==> src/rtl/ipq_pkg.sv <==
package ipq_pkg;
    localparam int unsigned BYTE_W  = 8;
    localparam int unsigned MAX_LEN = 3;
    localparam int unsigned INSN_W  = BYTE_W * MAX_LEN;
    localparam int unsigned WAIT_W  = 3;

    typedef logic [WAIT_W-1:0] wait_t;

    // Choose override or shared count; a zero count behaves as one clock.
    function automatic wait_t resolve_wait(input wait_t shared_v, input logic use_own,
                                           input wait_t own_v);
        wait_t sel;
        sel = use_own ? own_v : shared_v;
        return (sel == '0) ? wait_t'(1) : sel;
    endfunction
endpackage

==> src/rtl/ipq_wait_sel.sv <==
module ipq_wait_sel
    import ipq_pkg::*;
(
    input  wait_t cfg_shared,
    input  logic  fetch_sep,
    input  wait_t fetch_own,
    input  logic  data_sep,
    input  wait_t data_own,
    output wait_t fetch_wait,
    output wait_t data_wait
);
    always_comb begin
        fetch_wait = resolve_wait(cfg_shared, fetch_sep, fetch_own);
        data_wait  = resolve_wait(cfg_shared, data_sep, data_own);
    end

    always_comb begin
        AST_WAIT_NONZERO: assert (fetch_wait != '0 && data_wait != '0);
    end
endmodule

==> src/rtl/ipq_fetch_ctrl.sv <==
module ipq_fetch_ctrl
    import ipq_pkg::*;
#(
    parameter int unsigned AW = 16
) (
    input  logic          clk,
    input  logic          rst,
    input  wait_t         wait_n,
    input  logic          room,
    input  logic          redir_valid,
    input  logic [AW-1:0] redir_addr,
    output logic          mem_rd,
    output logic [AW-1:0] mem_addr,
    output logic          done
);
    typedef struct packed {
        logic          busy;
        wait_t         cnt;
        logic [AW-1:0] addr;
    } fst_t;

    fst_t st_q, st_d;

    always_comb begin
        st_d = st_q;
        done = st_q.busy && (st_q.cnt >= wait_n);
        if (redir_valid) begin
            st_d.busy = 1'b1;
            st_d.cnt  = wait_t'(1);
            st_d.addr = redir_addr;
        end else begin
            if (done) begin
                st_d.addr = st_q.addr + 1'b1;
            end
            if (!st_q.busy || done) begin
                st_d.busy = room;
                st_d.cnt  = wait_t'(1);
            end else begin
                st_d.cnt  = st_q.cnt + 1'b1;
            end
        end
    end

    always_ff @(posedge clk) begin
        if (rst) begin
            st_q.busy <= 1'b1;
            st_q.cnt  <= wait_t'(1);
            st_q.addr <= '0;
        end else begin
            st_q <= st_d;
        end
    end

    assign mem_rd   = st_q.busy;
    assign mem_addr = st_q.addr;

    AST_ADDR_STEP: assert property (@(posedge clk) disable iff (rst)
        (done && !redir_valid) |=> (st_q.addr == AW'($past(st_q.addr) + 1'b1)));
    AST_ADDR_HOLD: assert property (@(posedge clk) disable iff (rst)
        (st_q.busy && !done && !redir_valid) |=> (st_q.busy && $stable(st_q.addr)));
endmodule

==> src/rtl/ipq_byte_queue.sv <==
module ipq_byte_queue
    import ipq_pkg::*;
#(
    parameter int unsigned DEPTH = 4,
    localparam int unsigned PW = (DEPTH > 1) ? $clog2(DEPTH) : 1,
    localparam int unsigned CW = $clog2(DEPTH + 1)
) (
    input  logic              clk,
    input  logic              rst,
    input  logic              flush,
    input  logic              push,
    input  logic [BYTE_W-1:0] push_byte,
    input  logic [1:0]        pop_len,
    output logic [CW-1:0]     count,
    output logic [INSN_W-1:0] peek
);
    typedef struct packed {
        logic [DEPTH-1:0][BYTE_W-1:0] mem;
        logic [PW-1:0]                head;
        logic [CW-1:0]                count;
    } qst_t;

    qst_t st_q, st_d;

    function automatic logic [PW-1:0] wrap(input int v);
        return PW'(v % int'(DEPTH));
    endfunction

    always_comb begin
        st_d = st_q;
        if (flush) begin
            st_d.head  = '0;
            st_d.count = '0;
        end else begin
            if (push) begin
                st_d.mem[wrap(int'(st_q.head) + int'(st_q.count))] = push_byte;
            end
            st_d.head  = wrap(int'(st_q.head) + int'(pop_len));
            st_d.count = CW'(int'(st_q.count) + int'(push) - int'(pop_len));
        end
    end

    always_ff @(posedge clk) begin
        if (rst) st_q <= '0;
        else     st_q <= st_d;
    end

    assign count = st_q.count;

    for (genvar i = 0; i < MAX_LEN; i++) begin : g_peek
        assign peek[i*BYTE_W +: BYTE_W] = st_q.mem[wrap(int'(st_q.head) + i)];
    end

    AST_NO_OVERFLOW: assert property (@(posedge clk) disable iff (rst)
        st_q.count <= CW'(DEPTH));
    AST_NO_UNDERFLOW: assert property (@(posedge clk) disable iff (rst)
        CW'(pop_len) <= st_q.count);
endmodule

==> src/rtl/insn_prefetch_queue.sv <==
module insn_prefetch_queue
    import ipq_pkg::*;
#(
    parameter int unsigned DEPTH = 4,
    parameter int unsigned AW    = 16,
    localparam int unsigned CW   = $clog2(DEPTH + 1)
) (
    input  logic              clk,
    input  logic              rst,
    input  logic [WAIT_W-1:0] cfg_wait_shared,
    input  logic              cfg_fetch_sep,
    input  logic [WAIT_W-1:0] cfg_fetch_wait,
    input  logic              cfg_data_sep,
    input  logic [WAIT_W-1:0] cfg_data_wait,
    output logic [WAIT_W-1:0] data_wait_o,
    output logic              mem_rd,
    output logic [AW-1:0]     mem_addr,
    input  logic [BYTE_W-1:0] mem_rdata,
    input  logic              redir_valid,
    input  logic [AW-1:0]     redir_addr,
    input  logic              ex_req,
    input  logic [1:0]        ex_len,
    output logic              ex_grant,
    output logic              ex_stall,
    output logic [INSN_W-1:0] ex_insn,
    output logic [CW-1:0]     q_count
);
    wait_t             fetch_wait;
    logic              fetch_done;
    logic              room;
    logic              len_ok;
    logic              enough;
    logic [1:0]        pop_len;
    logic [INSN_W-1:0] peek;
    int                count_nx;

    ipq_wait_sel u_wait (
        .cfg_shared (cfg_wait_shared),
        .fetch_sep  (cfg_fetch_sep),
        .fetch_own  (cfg_fetch_wait),
        .data_sep   (cfg_data_sep),
        .data_own   (cfg_data_wait),
        .fetch_wait (fetch_wait),
        .data_wait  (data_wait_o)
    );

    ipq_fetch_ctrl #(.AW(AW)) u_fetch (
        .clk         (clk),
        .rst         (rst),
        .wait_n      (fetch_wait),
        .room        (room),
        .redir_valid (redir_valid),
        .redir_addr  (redir_addr),
        .mem_rd      (mem_rd),
        .mem_addr    (mem_addr),
        .done        (fetch_done)
    );

    ipq_byte_queue #(.DEPTH(DEPTH)) u_queue (
        .clk       (clk),
        .rst       (rst),
        .flush     (redir_valid),
        .push      (fetch_done && !redir_valid),
        .push_byte (mem_rdata),
        .pop_len   (pop_len),
        .count     (q_count),
        .peek      (peek)
    );

    always_comb begin
        len_ok   = (ex_len != 2'd0);
        enough   = (int'(q_count) >= int'(ex_len));
        ex_grant = ex_req && len_ok && !redir_valid && enough;
        ex_stall = ex_req && len_ok && !redir_valid && !enough;
        pop_len  = ex_grant ? ex_len : 2'd0;
        count_nx = int'(q_count) + int'(fetch_done) - int'(pop_len);
        room     = (count_nx < int'(DEPTH));
    end

    for (genvar i = 0; i < MAX_LEN; i++) begin : g_lane
        assign ex_insn[i*BYTE_W +: BYTE_W] =
            (ex_grant && (i < int'(ex_len))) ? peek[i*BYTE_W +: BYTE_W] : '0;
    end

    AST_REDIR_RESTART: assert property (@(posedge clk) disable iff (rst)
        redir_valid |=> (mem_rd && (mem_addr == $past(redir_addr)) && (q_count == '0)));
    AST_GRANT_STALL_EXCL: assert property (@(posedge clk) disable iff (rst)
        $onehot0({ex_grant, ex_stall}));
    AST_STALL_SHORT: assert property (@(posedge clk) disable iff (rst)
        ex_stall |-> (int'(q_count) < int'(ex_len)));
    AST_LEN0_IGNORED: assert property (@(posedge clk) disable iff (rst)
        (ex_req && ex_len == 2'd0) |-> (!ex_grant && !ex_stall));
    AST_NO_OVERFILL: assert property (@(posedge clk) disable iff (rst)
        (q_count == CW'(DEPTH) && !ex_grant && !redir_valid) |=> !mem_rd);
endmodule

==> config.mk <==
export PLATFORM = sky130hd
export DESIGN_NAME = insn_prefetch_queue
export DESIGN_NICKNAME = d
export VERILOG_FILES = /design/src/rtl/ipq_pkg.sv /design/src/rtl/ipq_wait_sel.sv /design/src/rtl/ipq_fetch_ctrl.sv /design/src/rtl/ipq_byte_queue.sv /design/src/rtl/insn_prefetch_queue.sv
export SDC_FILE = /design/constraint.sdc
export NUM_CORES = 1
export LEC_CHECK = 0
export ABC_AREA = 1
export BUFFER_PORTS_ARGS = -buffer_cell sky130_fd_sc_hd__buf_2
export CORE_ASPECT_RATIO = 1.25
export CORE_MARGIN = 2
export CORE_UTILIZATION = 30
export CTS_BUF_LIST = sky130_fd_sc_hd__clkbuf_2
export DETAILED_ROUTE_END_ITERATION = 8
export HOLD_SLACK_MARGIN = 0.05
export PLACE_DENSITY_LB_ADDON = 0.25
export SYNTH_ARGS = -nofsm -noshare
export SYNTH_HDL_FRONTEND = slang
export SYNTH_SLANG_ARGS = --single-unit
==> constraint.sdc <==
create_clock -name clk -period 2.7 [get_ports clk]
set_input_delay 0.27 -clock clk [delete_from_list [all_inputs] [get_ports clk]]
set_output_delay 0.27 -clock clk [all_outputs]
set_load 0.03 [all_outputs]
# Word level (Yosys, flattened, before mapping)
# Index checks and enable logic that the tools add are counted.
# Widths: inputs -> output; s select.
# word_totals
out_inout_bits	49
wordCells	71
inputBits	41
ff_bits	57
# classes
n_reduce_logical	21
n_mux	19
addsub	10
bitwise_logic	1
n_lt_le_gt_ge	11
# op_table
cell	count
$mux 8	7
$bmux 8 s2	3
$bwmux 32	1
$mux 16	2
$add 16x1->16 const B	1
$demux 8 s2	1
$lt 2x3->1 const B	4
$mux 3	4
$logic_and 1x1->1	10
$logic_not 3->1	2
$lt 5x4->1 const B	1
$sub 4x2->5	1
$add 2x2->2	2
$add 3x1->4	1
$lt 1x2->1 const A	2
$reduce_bool 2->1	2
$add 3x1->3	1
$add 3x1->3 const B	1
$ge 3x2->1	1
$ge 3x3->1	1
$logic_not 1->1	3
$reduce_or 3->1	1
$sub 3x3->3	1
$add 2x1->2 const B	1
8 further kinds	8

# Longest topological paths before layout
# Gate-level depths: netlist of the first run.
# depth
depth_word	8
ltp_mapped	19
mapped_depth_nobuf	19

# Modules after synthesis
# From an unflattened synthesis of the first run, not the netlist that was laid out.
# unflattened
cells_unflattened	766
hier_area_um2	4652.0
# modules_own_cells
mod	area_per_inst_um2	instances	cells_each	seq_area_each_um2
ipq_byte_queue	2546.2	1	404	740.7
ipq_fetch_ctrl	1472.7	1	228	400.4
insn_prefetch_queue	503.0	1	100	0.0
ipq_wait_sel	130.1	1	34	0.0

# Worst setup path before layout of the first run
# OpenSTA, ideal clock, no wires.
# synth_timing
kind	register to register
startpoint	reg u_queue.st_q, in the netlist u_queue.count[0]
endpoint	reg u_fetch.st_q, in the netlist u_fetch.mem_rd
setup_slack_ns	0.134
t_required_ns	2.585
n_path_buf	0
setup_time_ns	0.115
synth_period_minus_slack_ns	2.566
stages_incl_launch_ff	19
t_arrival_ns	2.452
cell_sequence	dfxtp_1 > inv_1 > ha_1 > inv_1 > nand2_1 > nand2_1 > nand2_1 > nand2_8 > inv_2 > nand2_4 > ha_1 > ha_1 > inv_1 > nor2_1 > nand2_1 > nand2_1 > nand2_1 > a21oi_1 > nand2_1
# synth_between
elab_chain_cells	5
word_cells_on_any_way	6
cone_classes	2 x add/sub; 2 x order compare; 1 x mux; 1 x reduce/logical
# synth_rtl
element	line_no	source
start: declaration	ipq_byte_queue.sv:23	qst_t st_q, st_d;
start signal: assignment	ipq_byte_queue.sv:45	else st_q <= st_d;
$ge 3x2->1	insn_prefetch_queue.sv:72	enough = (int'(q_count) >= int'(ex_len));
$logic_and 1x1->1	insn_prefetch_queue.sv:73	ex_grant = ex_req && len_ok && !redir_valid && enough;
named net ex_grant	insn_prefetch_queue.sv:23	output logic ex_grant,
$mux 2	insn_prefetch_queue.sv:75	pop_len = ex_grant ? ex_len : 2'd0;
$sub 4x2->5	insn_prefetch_queue.sv:76	count_nx = int'(q_count) + int'(fetch_done) - int'(pop_len);
$lt 5x4->1	insn_prefetch_queue.sv:77	room = (count_nx < int'(DEPTH));
end signal: assignment	ipq_fetch_ctrl.sv:50	st_q <= st_d;
end: declaration	ipq_fetch_ctrl.sv:22	fst_t st_q, st_d;
# The timed path passes the listed nets, and every way through them passes these cells.
# A chain may end at the register's enable or synchronous reset.

# Final worst setup path of the first run
# layout_timing
startpoint	reg u_queue.st_q, in the netlist u_queue.count[0]
endpoint	out ex_insn[17]
# layout_between
elab_chain_cells	4
# layout_rtl
element	line_no	source
$ge 3x2->1	insn_prefetch_queue.sv:72	
$logic_and 1x1->1	insn_prefetch_queue.sv:73	
$logic_and 1x1->1	insn_prefetch_queue.sv:82	(ex_grant && (i < int'(ex_len))) ? peek[i*BYTE_W +: BYTE_W] : '0;
$mux 8	insn_prefetch_queue.sv:82	
end: declaration	insn_prefetch_queue.sv:25	output logic [INSN_W-1:0] ex_insn,
# Every way passes these cells.

==> flow_summary.yaml, run 1 <==
timing:
  hold_ws_ns: 0.0820
  rsz0062_at_grt: "yes"
  period_needed_ns: 2.57
  worst_pin_slew_ns: 0.439
  hold_violations: 0
  slew_headroom_pct: 70.7
  final_max_slew_viol_count: 0
  fin_skew_ns: 0.0176
  post-route-period-util_pct: 95.3
  setup_viol_count_final: 0
  fmax_ghz: 0.388
outcome:
  status: "completed"
route:
  avgViaCountPerCell: 4.77
  drt-pass1-iter-count: 5
  vias: 3848
  wl_per_cell_um: 13.9
  wirelength_um: 11200
  initialDrtViolationCount: 105
  remaining_drc_errors: 0
  ant_nets: 0
setup_path:
  r2r_cells: 18
  arrival_ns: 2.30
  critPathTopFamily: "simple AND/OR/NAND/NOR gates"
  crit_fanout: 8
  rr_endpoint: "u_fetch.mem_rd"
  end_kind: "primary output"
  slowest_delay_ns: 0.36
  path_buf_inv: 4
  cp-start-kind: "register"
  rrSetupSlack_ns: 0.33
  critPathRequiredTime_ns: 2.43
  crit_type: "register to primary output"
  rr_startpoint: "u_queue.count[0]"
  slowest_stage: "dfxtp_2"
  cp_cell_sequence: "inv_1 -> ha_1 -> inv_1 -> nand2_1 -> nand2_1 -> nand2_4 -> nand2_8 -> inv_4 -> nand3_4 -> a211oi_1 -> buf_4"
synth:
  ys_types: 38
  synth.area.top_cells: "dfxtp_1, nand2_1, nor2_1, o21ai_0, inv_1"
  synth_commonest_cells: "nand2_1, nor2_1, inv_1"
  asyncSetResetFlopFracSynth_pct: 0
  syn_avg_cell_area_sq_um: 6.76
  ys_seq_elements: 57
  netlist_area_sq_mm: 0.00363
  synth_cells: 538
  ys.flop_type: "dfxtp_1"
  synth.largest_area_cell: "dfxtp_1"
  synth_most_common_cell: "nand2_1"
  synth_edf_count: 0
  yosysTopAreaCellShare_pct: 31.4
  yosysSeqAreaShare_pct: 31.4
  yosysWarnings: 0
  syn_nets: 594
global_routing:
  grt_pass1_vias: 3779
  antenna_found_initial: 0
  overflow: 0
  grt_start_max_net_pins: 37
  grt_pass1_wl_um: 18000
  grt_use_total_pct: 17.7
final_layout:
  finish.utilization_pct: 38.8
  fin_cells: 806
  syn_to_final_growth_pct: 25.2
  drive_gt1_share_pct: 22.9
  fin_nets: 696
  n_antenna_cell: 0
clock_network:
  clk_pin_slew_ns: 0.17
  cts_tree: "built"
  cts_sinks: 57
  cts-root-buf: "clkbuf_2"
  post-cts-setup-buffers: 0
  cts.path.max_buffers: 2
  clkLatencyLatePin_ns: 0.50
  htreeDepth: 3
  cts_buffers: 9
die:
  ios: 90
  fp.dieW_um: 102
  dieArea_sq_mm: 0.0130
  core_sq_mm: 0.0117
  rows: 44
  initial_utilization_pct: 31.0
  die_h_um: 127
min_path:
  hp-start: "redir_addr[7]"
  hp-class: "primary input to register"
  whs_endpoint: "u_fetch.mem_addr[7]"
  min_path_cells: 5
pwr:
  p_per_area_mw_per_mm2: 420
  p_leak_nw: 1.95
  ir_drop_mv: 0.181
placed_design:
  dp_hpwl_um: 8130
  gp_congestion: 0.816
  place.port_buffers: 89
  dp_cells: 771
job:
  drv_cap: 0
worst register-to-register path: stages, from the launching register on:
cell and delay [ns]:
dfxtp_2 0.36, inv_1 0.05, ha_1 0.26, inv_1 0.04, nand2_1 0.05, nand2_1 0.08
nand2_4 0.10, nand2_8 0.09, inv_4 0.10, nand2_4 0.05, ha_1 0.32, ha_1 0.29
inv_1 0.05, nor2_1 0.09, nand2_1 0.07, nand2_1 0.07, nand2_1 0.05, a21oi_1 0.11
nand2_1 0.06
cell usage in the layout, fill, tap and decap left out, types with 5 or more instances in the layout:
| master | netlist | final |
|---|---|---|
| a211oi_1 | 22 | 18 |
| a21oi_1 | 28 | 28 |
| a31oi_1 | 9 | 9 |
| buf_2 | 5 | 78 |
| buf_4 | 19 | 30 |
| clkbuf_2 | 0 | 11 |
| dfxtp_1 | 57 | 56 |
| dlygate4sd3_1 | 0 | 19 |
| ha_1 | 14 | 14 |
| inv_1 | 58 | 58 |
| nand2_1 | 87 | 85 |
| nand3_1 | 21 | 21 |
| nand4_1 | 5 | 5 |
| nor2_1 | 77 | 77 |
| nor3_1 | 5 | 5 |
| o21ai_0 | 55 | 55 |
| o21ai_1 | 7 | 7 |
| o22ai_1 | 14 | 14 |
| xor2_1 | 6 | 6 |
worst max path at each step:
stage,startpoint,endpoint,cells past startpoint
2_1_floorplan,u_queue.count[0],u_fetch.mem_rd,18
5_1_grt,u_queue.count[0],ex_insn[14],12
4_1_cts,u_queue.count[0],ex_insn[13],12
3_5_place_dp,cfg_fetch_sep,u_queue.count[2],18
3_3_place_gp,cfg_fetch_sep,u_queue.count[2],18
6_report,u_queue.count[0],ex_insn[17],11
what timing repair did:
| item | 4_1_cts | 5_1_grt |
|---|---|---|
| setup endpoints to repair | 16 | 17 |
| gates cloned | 0 | 0 |
| endpoints found under the hold margin | 28 | 0 |
| hold buffers | 19 | 0 |
| gates resized for setup | 8 | 15 |
flip-flops by register name, summed over array words and instances, names as in the netlist:
signal	count
u_queue.count	3
u_fetch.mem_rd	1
u_fetch.st_q	3
u_fetch.mem_addr	16
u_queue.st_q	34
layer usage:
layer	routed length (um)	vias up	GRT usage (%)
met5	0	-	0
met4	240	0	8.00
met3	651	16	3.06
met2	5580	127	30.7
met1	4720	1729	21.0
li1	-	1976	-
logic make-up (layout without fill, tap and decap cells):
group                      count (synthesis)  count (layout)  share of synthesized area [%]
and+or+nand+nor                          209             209                           24.6
AOI/OAI and AO/OA                        139             139                           21.7
buffers and inverters                    102             209                           12.7
DFF                                       57              57                           31.4
adders and majority gates                 15              15                           5.37
xor gates and xnor gates                  11              11                           2.86
muxes                                      5               5                           1.41
power by group:
part | total (W) | internal [W] | switching (W)
Combinational | 0.000513 | 0.000190 | 0.000323
Clock | 0.000459 | 0.000119 | 0.000341
Sequential | 0.000940 | 0.000893 | 0.0000471
area by class of cell:
type | count | area (sq um)
clock inverter | 5 | 22.5
clock buffer | 11 | 55.1
sequential | 57 | 1140
tap | 161 | 201
inverter | 66 | 254
timing repair buffer | 127 | 806
multi-input combinational | 379 | 2070
fill | 1245 | 7170
metrics by stage:
step | cell area (sq um) | setup WS, ns | setup TNS [ns] | power, W
final | 4550 | 0.126 | 0 | 0.00191
after global routing | 4550 | -0.0321 | -0.0644 | 0.00203
after floorplan | 3630 | 0.134 | 0 | 0.00130
after detailed placement | 4210 | 0.0904 | 0 | 0.00145
after CTS | 4510 | 0.00898 | 0 | 0.00193
after global placement | 4210 | 0.188 | 0 | 0.00144
(Power assumes the default switching activity.)
==> inputs of run 2 (changes only) <==
- CORE_ASPECT_RATIO: 1.25 -> unset
==> run 2 against run 1 <==
Against the previous run: via count increased by 2.5%; cell area is 1.7% higher; clock power grew 28%; clock skew up 0.011 ns; critical path depth unchanged; wire length fell by 0.69%; clock-buffer cell count is 1 lower; maximum frequency up 0.55%; sequential power about the same; non-clock buffer count shrank 2; combinational power increased by 1%; critical endpoint unchanged; largest power group unchanged.
==> flow_summary.yaml, run 2 (synthesis gave the netlist of run 1 again) <==
final_layout:
  final_common_cell: "nand2_1"
  final_cell_mix: "nand2_1, buf_2, nor2_1"
  finish.utilization_pct: 38.9
  fin_nets: 694
  top_register: "u_queue.st_q"
  drive_gt1_share_pct: 24.3
  largest_register_ffs: 34
  syn_to_final_growth_pct: 27.4
  fin_area_sq_mm: 0.00463
  n_antenna_cell: 0
clock_network:
  cts.path.max_buffers: 2
  cts_tree: "built"
  htreeDepth: 3
  cts-root-buf: "clkbuf_2"
  clk_pin_slew_ns: 0.21
  clkLatencyLatePin_ns: 0.54
  cts_buffers: 9
  cts_sinks: 57
pwr:
  power_frac_seq_pct: 46.0
  p_sw_w: 0.000740
  p_sw_share_pct: 36.2
  p_per_area_mw_per_mm2: 442
  internal-power_w: 0.00130
  clkPwrFrac_pct: 28.6
  comb_power_share_pct: 25.4
  ir_drop_mv: 0.204
  p_leak_nw: 1.95
timing:
  post-route-period-util_pct: 94.8
  slew_headroom_pct: 66.0
  fin_skew_ns: 0.0281
  hold_violations: 0
  worst_pin_slew_ns: 0.508
  setup_viol_count_final: 0
  period_needed_ns: 2.56
  final_max_slew_viol_count: 0
  rsz0062_at_grt: "yes"
  fmax_ghz: 0.391
setup_path:
  crit_fanout: 8
  end_kind: "primary output"
  rrSetupSlack_ns: 0.29
  endpoint: "ex_insn[17]"
  cp-startpoint: "u_queue.count[0]"
  arrival_ns: 2.29
  r2r_cells: 18
  rr_startpoint: "u_queue.count[0]"
  cp-start-kind: "register"
  critPathRequiredTime_ns: 2.43
  crit_type: "register to primary output"
  rr_endpoint: "u_fetch.mem_rd"
global_routing:
  grt_pass1_vias: 3704
  overflow: 0
  antenna_found_initial: 0
  grt_start_max_net_pins: 33
  grt_pass1_wl_um: 17800
  grt_use_total_pct: 17.5
placed_design:
  gp_congestion: 0.901
  dpl-instance-area_sq_mm: 0.00417
  place.port_buffers: 89
  dp_hpwl_um: 7880
route:
  avgViaCountPerCell: 4.99
  remaining_drc_errors: 0
  wirelength_um: 11100
  wl_per_cell_um: 14.1
  drt-pass1-iter-count: 5
  vias: 3944
  ant_nets: 0
  initialDrtViolationCount: 257
die:
  ios: 90
  dieArea_sq_mm: 0.0130
  core_sq_mm: 0.0119
  fp.dieW_um: 114
  rows: 40
  die_h_um: 114
  initial_utilization_pct: 30.5
outcome:
  status: "completed"
min_path:
  hp-start: "rst"
  hp-class: "primary input to register"
job:
  drv_cap: 0
## run 2: cell count changes in the layout (fill, tap and decap cells not counted), sizes merged
cell and change:
clkbuf +1, dlygate4sd3 +1, clkinvlp +5, bufinv +1, buf -5, clkinv -5
## run 2: worst min-delay path by stage
stage / endpoint / slack, ns / depth (start not counted)
3_5_place_dp: u_fetch.st_q[16] / 0.41 / 1
3_3_place_gp: u_fetch.st_q[16] / 0.40 / 1
4_1_cts: u_fetch.mem_addr[7] / 0.05 / 5
5_1_grt: u_fetch.mem_addr[7] / 0.07 / 5
6_report: u_fetch.mem_addr[15] / 0.09 / 2
2_1_floorplan: u_fetch.mem_addr[0] / 0.34 / 1
## run 2: power by group through the flow
stage | clock [W] | sequential [W] | combinational (W)
global placement | 0 | 0.000956 | 0.000480
CTS | 0.000605 | 0.000940 | 0.000513
floorplan | 0 | 0.000945 | 0.000355
finish | 0.000586 | 0.000940 | 0.000519
detailed placement | 0 | 0.000958 | 0.000485
global route | 0.000636 | 0.000950 | 0.000583
## run 2: layout make-up
class,count,area [sq um]
fillers,1261,7280
multi-input cells,379,2100
flip-flops and latches,57,1140
repair buffers,125,817
inverters,66,263
well taps,147,184
clock inverters,6,68.8
clock buffers,10,50.0
## run 2: worst max-delay path, cell delays in order, from the launching register on
cell      delay [ns]
dfxtp_2         0.37
inv_1           0.05
ha_1            0.27
inv_1           0.03
nand2_1         0.04
nand2_1         0.08
nand2_4         0.10
nand2_8         0.09
inv_8           0.08
nand3_4         0.15
a211oi_2        0.24
clkbuf_4        0.24
## run 2: metal layers
metal,vias to the layer above,part of all wire (%),GRT usage [%],routed length (um)
met5,-,0,0,0
met4,0,2.0,7.64,217
met3,18,4.7,3.81,524
met2,99,48,28.8,5300
met1,1849,46,22.1,5070
li1,1978,-,-,-
## run 2: timing repair
| action | in CTS | in global routing |
|---|---|---|
| gates resized for setup | 18 | 20 |
| buffers inserted | 0 | 2 |
| hold buffers | 20 | 0 |
| hold endpoints to repair | 43 | 0 |
| pin swaps | 0 | 1 |
| endpoints found under the setup margin | 16 | 21 |
## run 2: per-stage QoR
| step | power [W] | setup TNS [ns] | std cells | hold WS (ns) | setup slack [ns] |
|---|---|---|---|---|---|
| 6_report | 0.00204 | 0 | 790 | 0.0939 | 0.140 |
| 5_1_grt | 0.00217 | -0.0464 | 790 | 0.0658 | -0.0177 |
| 4_1_cts | 0.00206 | -0.00608 | 788 | 0.0509 | -0.00608 |
| 3_5_place_dp | 0.00144 | 0 | 752 | 0.405 | 0.0752 |
| 3_3_place_gp | 0.00144 | 0 | 752 | 0.401 | 0.130 |
| 2_1_floorplan | 0.00130 | 0 | 538 | 0.339 | 0.134 |
